--- config.mk ---
export PLATFORM = sky130hd
export DESIGN_NAME = chan_word_loader
export DESIGN_NICKNAME = d
export VERILOG_FILES = /design/src/rtl/chan_pkg.sv /design/src/rtl/pin_sync.sv /design/src/rtl/ser_shift.sv /design/src/rtl/chan_hold.sv /design/src/rtl/chan_word_loader.sv
export SDC_FILE = /design/constraint.sdc
export NUM_CORES = 1
export LEC_CHECK = 0
export ABC_AREA = 1
export CELL_PAD_IN_SITES_DETAIL_PLACEMENT = 2
export CELL_PAD_IN_SITES_GLOBAL_PLACEMENT = 2
export CORE_ASPECT_RATIO = 2
export CORE_UTILIZATION = 33
export CTS_BUF_LIST = sky130_fd_sc_hd__clkbuf_4
export DETAILED_ROUTE_END_ITERATION = 8
export PLACE_DENSITY = 0.94
export SLEW_MARGIN = 40
export SYNTH_ARGS = -nofsm -noshare
export SYNTH_HDL_FRONTEND = slang
export SYNTH_SLANG_ARGS = --single-unit
export TNS_END_PERCENT = 20
--- constraint.sdc ---
create_clock -name clk -period 1.8 [get_ports clk]
set_input_delay 0.27 -clock clk [delete_from_list [all_inputs] [get_ports clk]]
set_output_delay 0.27 -clock clk [all_outputs]
set_load 0.1 [all_outputs]
--- src/rtl/chan_pkg.sv ---
// Shared sizing constants for the serial channel word loader.
package chan_pkg;
    localparam int CH_W       = 7;   // channel word width
    localparam int CH_TOP     = 85;  // highest legal channel code
    localparam int CH_SKIP    = 1;   // single forbidden code inside the range
    localparam int SYNC_DEPTH = 2;   // synchronizer flops per pin
endpackage

--- src/rtl/pin_sync.sv ---
// Brings one asynchronous pin into the clk domain through a flop chain.
// WANT_EDGE=0 gives the synchronized level; WANT_EDGE=1 gives a one-cycle
// pulse on a rising transition of that level.
// Assumes: STAGES >= 2; pin pulses last longer than a few clk periods.
module pin_sync #(
    parameter int STAGES    = 2,
    parameter bit WANT_EDGE = 1'b0
) (
    input  logic clk,
    input  logic rst_n,
    input  logic pin,
    output logic q
);
    logic [STAGES-1:0] chain;

    // Shift the raw pin through the synchronizer chain.
    always_ff @(posedge clk) begin
        if (!rst_n) chain <= '0;
        else        chain <= {chain[STAGES-2:0], pin};
    end

    generate
        if (WANT_EDGE) begin : g_edge
            logic last;
            // Remember the previous synchronized level for edge detection.
            always_ff @(posedge clk) begin
                if (!rst_n) last <= 1'b0;
                else        last <= chain[STAGES-1];
            end
            assign q = chain[STAGES-1] & ~last;

            // a detected rise is a single-cycle pulse
            a_r8_single_pulse: assert property (@(posedge clk) disable iff (!rst_n)
                q |=> !q);
        end else begin : g_level
            assign q = chain[STAGES-1];
        end
    endgenerate
endmodule

--- src/rtl/ser_shift.sv ---
// Serial-in shift register: on each shift pulse the sampled data bit
// enters at the LSB end, so the first bit sent ends up as the MSB.
// Assumes: shift and din are already in the clk domain.
module ser_shift #(
    parameter int W = 7
) (
    input  logic         clk,
    input  logic         rst_n,
    input  logic         shift,
    input  logic         din,
    output logic [W-1:0] word
);
    // Move the word one place toward the MSB on each shift pulse.
    always_ff @(posedge clk) begin
        if (!rst_n)     word <= '0;
        else if (shift) word <= {word[W-2:0], din};
    end

    // a shift places the sampled bit at the LSB
    a_r2_bit_enters: assert property (@(posedge clk) disable iff (!rst_n)
        shift |=> word[0] == $past(din));
    // the word holds still without a shift pulse
    a_r2_idle_hold: assert property (@(posedge clk) disable iff (!rst_n)
        !shift |=> $stable(word));
endmodule

--- src/rtl/chan_hold.sv ---
// Holding register for the channel number. On a load pulse it checks the
// word: a legal code is copied, an illegal one is dropped and sets a sticky
// error flag.
// Assumes: load is a single-cycle pulse in the clk domain.
module chan_hold #(
    parameter int W    = 7,
    parameter int TOP  = 85,
    parameter int SKIP = 1
) (
    input  logic         clk,
    input  logic         rst_n,
    input  logic         load,
    input  logic [W-1:0] word,
    output logic [W-1:0] chan,
    output logic         err
);
    localparam logic [W-1:0] TOP_W  = W'(TOP);
    localparam logic [W-1:0] SKIP_W = W'(SKIP);

    logic legal;

    // Classify the incoming word against the legal channel set.
    always_comb legal = (word <= TOP_W) && (word != SKIP_W);

    // Update the held channel, or record a rejection.
    always_ff @(posedge clk) begin
        if (!rst_n) begin
            chan <= '0;
            err  <= 1'b0;
        end else if (load) begin
            if (legal) chan <= word;
            else       err  <= 1'b1;
        end
    end

    // without a load pulse the channel does not move
    a_r3_quiet_hold: assert property (@(posedge clk) disable iff (!rst_n)
        !load |=> $stable(chan));
    // the forbidden code is dropped and flagged
    a_r5_skip_reject: assert property (@(posedge clk) disable iff (!rst_n)
        (load && word == SKIP_W) |=> ($stable(chan) && err));
    // out-of-range codes are dropped and flagged
    a_r6_range_reject: assert property (@(posedge clk) disable iff (!rst_n)
        (load && word > TOP_W) |=> ($stable(chan) && err));
    // the held channel is always a legal code
    a_r6_chan_legal: assert property (@(posedge clk) disable iff (!rst_n)
        (chan <= TOP_W) && (chan != SKIP_W));
    // the error flag is sticky
    a_r7_err_sticky: assert property (@(posedge clk) disable iff (!rst_n)
        err |=> err);
endmodule

--- src/rtl/chan_word_loader.sv ---
// Top level of the serial channel word loader. It synchronizes the three
// serial pins, shifts data on serial clock rises and moves the word to the
// holding register on latch-enable rises. It rejects illegal codes.
// Assumes: serial high/low phases span several clk periods.
module chan_word_loader
    import chan_pkg::*;
#(
    parameter int W          = CH_W,
    parameter int TOP        = CH_TOP,
    parameter int SKIP       = CH_SKIP,
    parameter int SYNC_STAGE = SYNC_DEPTH
) (
    input  logic         clk,
    input  logic         rst_n,
    input  logic         ser_clk,
    input  logic         ser_dat,
    input  logic         ser_le,
    output logic [W-1:0] chan_out,
    output logic         load_err
);
    logic         shift_p;
    logic         dat_s;
    logic         le_p;
    logic [W-1:0] sreg;

    pin_sync #(.STAGES(SYNC_STAGE), .WANT_EDGE(1'b1)) u_clk_sync (
        .clk(clk), .rst_n(rst_n), .pin(ser_clk), .q(shift_p));
    pin_sync #(.STAGES(SYNC_STAGE), .WANT_EDGE(1'b0)) u_dat_sync (
        .clk(clk), .rst_n(rst_n), .pin(ser_dat), .q(dat_s));
    pin_sync #(.STAGES(SYNC_STAGE), .WANT_EDGE(1'b1)) u_le_sync (
        .clk(clk), .rst_n(rst_n), .pin(ser_le), .q(le_p));

    ser_shift #(.W(W)) u_shift (
        .clk(clk), .rst_n(rst_n), .shift(shift_p), .din(dat_s), .word(sreg));

    chan_hold #(.W(W), .TOP(TOP), .SKIP(SKIP)) u_hold (
        .clk(clk), .rst_n(rst_n), .load(le_p), .word(sreg),
        .chan(chan_out), .err(load_err));

    // reset leaves a cleared channel and flag
    a_r1_reset_state: assert property (@(posedge clk)
        !rst_n |=> (chan_out == '0 && load_err == 1'b0));
endmodule

**Yosys cells after proc, flatten, opt, wreduce, memory -nomap -nowiden**

Index checks and enable logic that the tools add are counted.
W data, S select, Z words.

- Register bits: 23
- Latch bits: 0
- RAM bits: 0
- Memory bits (read-only): 0
- Input bits: 5
- Output and inout port bits: 8
- Logic and storage cells: 18
- Memories kept: 0

- $add $sub $neg: 0
- $mul: 0
- Divide/modulo/power cells: 0
- $lt $le $gt $ge: 1
- Equality and inequality tests: 1
- Shifts and indexed selects: 0
- Muxes and demuxes: 0
- Bitwise logic cells: 5
- Reduce and logical (&&, ||, !) cells: 3

Operators with widths:

| operator | count |
|---|---|
| $le A7 B7 Y1 const B | 1 |
| $ne A7 B1 Y1 const B | 1 |
| $reduce_and A2 Y1 | 2 |
| $not A1 Y1 | 3 |
| $and A1 B1 Y1 | 2 |
| $logic_and A1 B1 Y1 | 1 |

**Logic depth before layout (Yosys ltp)**

- Word-level depth: 4
- Mapped depth: 9
- Mapped depth without buffers: 8

**Hierarchy**

From an unflattened synthesis, not the netlist that was laid out.

- Cell total of the unflattened synthesis: 131
- Area, all modules: 930.9 sq um

Modules (own cells, without submodules):

| module | instances | cells an instance | area each (sq um) | sequential area each (sq um) |
|---|---|---|---|---|
| chan_hold | 1 | 60 | 407.9 | 160.2 |
| ser_shift | 1 | 43 | 282.8 | 140.1 |
| pin_sync (u_clk_sync ...) | 2 | 11 | 92.6 | 60.1 |
| pin_sync (u_dat_sync) | 1 | 6 | 55.1 | 40.0 |

**Least setup slack after synthesis**

OpenSTA, ideal clock, no wires.

- Kind: reg-to-reg
- Start point: register u_hold.err (netlist name)
- End point: register u_hold.err
- Setup time: 76 ps
- Data arrival time: 1159 ps
- Data required time: 1724 ps
- Setup slack: 565 ps
- Stages on the path, launching flop included: 3
- Buffers on the path: 0
- Clock period less this slack: 1235 ps
- Cells stage by stage: dfxtp_1 > inv_1 > a21boi_0

RTL lines:

| element | line | text |
|---|---|---|
| end signal, assigned | chan_hold.sv:29 | `err <= 1'b0;` |
| end signal, assigned | chan_hold.sv:32 | `else err <= 1'b1;` |
| end, declared | chan_hold.sv:15 | `output logic err` |

**Final worst setup path**

- Start point: register u_hold.chan[0]
- End point: output chan_out[0]

RTL lines:

| element | line | text |
|---|---|---|
| start, declared | chan_hold.sv:14 | `output logic [W-1:0] chan,` |
| start signal, assigned | chan_hold.sv:31 | `if (legal) chan <= word;` |
| end, declared | chan_word_loader.sv:18 | `output logic [W-1:0] chan_out,` |

No word-level cell between the ends.

==> impl.org <==
** Run status
- The flow ran to the end, and the final reports show no timing, DRC or antenna violations.

** Logic synthesis
- In this run, synthesis produced a sequential element count of 23.
- In the synthesized netlist, the number of instances is 112.
- For this run, the number of Yosys warnings is 0.
- The compound-cell area share of the yosys netlist is 0.124.
- Of the total synthesized cell area, the portion taken by XOR and XNOR cells is 0.
- Mapped cell area :: 867 µm²
- For this run, the register share of the synthesized area comes to 0.531.
- Simple logic cell fraction of the synthesized area :: 0.225
- Counting every net in the synthesized netlist gives ~120.
- Mux contribution to synthesized area :: 0
- After synthesis, the largest family of logic cells by area is simple AND/OR/NAND/NOR gates.
- Of the total synthesized cell area, the portion taken by full adders, half adders and majority gates is 0.
- Distinct cell type count after synthesis :: 15
- Per-instance average area after synthesis :: 7.74 µm²

** Critical path
- Slowest-stage cell, CP :: sky130_fd_sc_hd__dfxtp_1
- The worst register-to-register path ends at u_hold.chan[4].
- Internal reg-to-reg setup slack :: roughly 0.57 ns
- Required arrival time at the worst endpoint :: between 1.5 and 2 ns
- Crit path arrival time :: between 0.9 and 1 ns
- The most critical setup path has its startpoint at u_hold.chan[0].
- By startpoint and endpoint, the worst setup path is classified as flop to primary output.
- On the worst path, the slowest cell contributes a delay of 0.36 ns.
- STA classifies the critical path endpoint as a primary output.
- The number of buffers and inverters on the critical path is 1.
- CP top delay family :: flip-flops
- The startpoint identified for the worst register-to-register timing path is u_shift.word[0].
- Critical path, cell by cell :: buf_4
- WP depth :: 1
- For the worst flop-to-flop path, the logic depth is 7.
- Max Fanout on Critical Path :: 2
- Critical path startpoint category :: flop

** GRT
- After global routing the overflow that remains totals 0.
- Entering global routing, the biggest net connects 17 pins.
- The first global-routing pass estimated roughly 3.6 mm of wire.
- Via count of the first global-routing pass :: approximately 800
- Global-route total usage across every layer :: 0.178
- Number of antenna violations at the first check in global routing :: 0

** Clock network
- CTS Sinks :: 23
- Number of buffers on the longest clock path :: 2
- CTS H-tree depth :: 1
- After clock tree synthesis, the repair step resized 0 gates.
- The number of hold buffers added after CTS was 0.
- TritonCTS buffer count :: 3
- Clock-pin slew was measured on the worst setup and hold paths at around 0.13 ns.
- CTS tree :: done
- CTS root buffer :: sky130_fd_sc_hd__clkbuf_4
- In this run the post-CTS setup repair buffer count came out at 0.
- Source-to-sink clock delay at the later pin of the worst-skew pair :: 0.31 ns

** Job
- Max-cap violations in this run came to 0.

** Final layout
- Sequential cell area :: 460 µm²
- Layout cell share with drive strength beyond 1 :: 0.159
- The filler cells instantiated in the layout total 294.
- The area growth from synthesis to layout is 17.5%.
- Most frequent cells in the layout :: 23 x sky130_fd_sc_hd__dfxtp_1, 17 x sky130_fd_sc_hd__nand2_1, 16 x sky130_fd_sc_hd__inv_1, 14 x sky130_fd_sc_hd__nor2_1, 13 x sky130_fd_sc_hd__a21oi_1
- Number of diodes added for antenna fixing :: 0
- The net count of the finished layout is 132.
- Summing all multi-input logic gate instances after layout gives 303 µm².
- The library cell used most frequently in the layout, excluding fill and tap cells, is sky130_fd_sc_hd__dfxtp_1.

** Hold path
- Hold Crit Class :: flop to flop
- The worst hold path was traced through 2 stages.
- Worst Hold Endpoint :: u_le_sync.chain[1]
- The startpoint identified for the worst hold timing path is u_le_sync.chain[0].

** Floorplanning
- The core region is 2500 µm².
- Floorplan die area :: 2850 µm²
- The die is 38.2 µm wide.
- Die Height :: 74.5 µm
- The initial utilization of the core area, before any placement, comes to 0.346.
- Row generation in the floorplan step produced 26 rows.
- # IOs :: 13

** Drt
- DRC violation total after the first TritonRoute iteration :: 11
- Per-cell via count in the routed design :: 4.90
- In this run the remaining antenna-violating nets after routing total 0.
- DR WL/cell :: 14.1 µm
- After detailed routing, the total wire length is 2.17 mm.
- For this run, design rule violations remaining after detail routing come to 0.
- Before antenna repair, the detailed router went through 2 iterations.
- The routed layout has between 700 and 800 vias.

** Place
- Port Buf Inserts :: 12
- Routability-driven placement finished with a final weighted congestion of between 0.7 and 0.8.
- DPL Wire Length :: 1.62 mm
- Worst setup timing slack at the placement stage :: 0.284 ns

** STA
- The worst path meets setup with 0.568 ns of slack.
- Number of pins with negative max-slew slack in the final report :: 0
- Transition time at the pin with the least slew margin :: 0.486 ns
- Between clock sinks in the finished design, the worst skew comes to roughly 0.0066 ns.
- Number of endpoints failing setup at the final stage :: 0
- After routing, the total negative slack on setup checks comes to 0 ns.
- Setup repair after global routing left no endpoint under its margin.
- Rel. slew slack :: 0.675
- The total count of hold-check failures in the final report came to 0.
- Final hold analysis gives a worst-case slack of 0.439 ns.
- Based on the critical path, the design can be clocked at up to 0.812 GHz.
- Counting I/O delays and the setup requirement, the final critical path takes 1.23 ns.
- In the finished design, the share of the clock period the worst path needs comes to 0.684.

** Power and ir drop
- The internal portion of the total power is 0.000681 W.
- Of the total power, the share spent switching nets is 0.300.
- Relative contribution of combinational cells to total power :: 0.173
- Of the total power, registers draw 0.562.
- Summed over all nets, the switching power comes to approximately 0.0003 W.
- In this run the static leakage power is 0.491 nW.
- Power density cells :: 955 nW/µm²
- VDD IR max :: between 0.4 and 0.5 mV
- Part of the power in the clock network :: 0.265
## synthesized netlist by cell type, drive strengths merged
library cell	instances	area (µm²)
a21boi	1	7.51
a21oi	13	65.1
buf	5	36.3
dfxtp	23	460
inv	18	67.6
nand2	20	87.6
nand3	10	50.1
nor2	14	52.6
nor3	1	5.00
o21ai	7	35.0
## power groups by stage
stage | combinational [W] | sequential, W | clock [W]
finish | 0.000168 | 0.000547 | 0.000258
global route | 0.000182 | 0.000550 | 0.000289
CTS | 0.000171 | 0.000547 | 0.000268
detailed placement | 0.000170 | 0.000558 | 0
global placement | 0.000161 | 0.000556 | 0
floorplan | 0.0000685 | 0.000617 | 0
## area by class of cell
class                      instances  share of cell area
sequential                        23               0.452
inverter                          18              0.0663
tap                               28              0.0344
clock buffer                       4              0.0295
timing repair buffer              15               0.120
multi-input combinational         66               0.297
## stage by stage
step / power [W] / area (µm²) / util / cells
floorplan: 0.000685 / 867 / - / 112
global placement: 0.000717 / 988 / 0.395 / 150
detailed placement: 0.000728 / 988 / 0.395 / 150
CTS: 0.000986 / 1020 / 0.407 / 154
global route: 0.00102 / 1020 / 0.407 / 154
finish: 0.000973 / 1020 / 0.407 / 154
## metal layers
metal / part of all wire / global-route usage
met1: 0.37 / 0.177
met2: 0.60 / 0.341
met3: 0.019 / 0.0179
met4: 0.0088 / 0.0833
met5: 0 / 0
## flip-flops by register name, summed over array words and instances (netlist names)
| name | cells |
|---|---|
| u_hold.chan | 7 |
| u_shift.word | 7 |
| u_hold.err | 1 |
| u_clk_sync.g_edge.last | 1 |
| u_le_sync.chain | 2 |
| u_le_sync.g_edge.last | 1 |
| u_clk_sync.chain | 2 |
| u_dat_sync.chain | 2 |
## worst max path at each step
stage / slack [ns] / endpoint
finish: 0.57 / chan_out[0]
CTS: 0.54 / u_hold.chan[4]
detailed placement: 0.28 / u_shift.word[1]
global route: 0.44 / u_hold.chan[4]
floorplan: 0.57 / u_hold.err
global placement: 0.34 / u_dat_sync.chain[1]
## cell families after synthesis
group,count (synthesis)
AO/OA/AOI/OAI,21
flip-flops,23
buffers and inverters,23
AND/OR/NAND/NOR,45
Note: power is estimated with default switching activity, not from simulation.
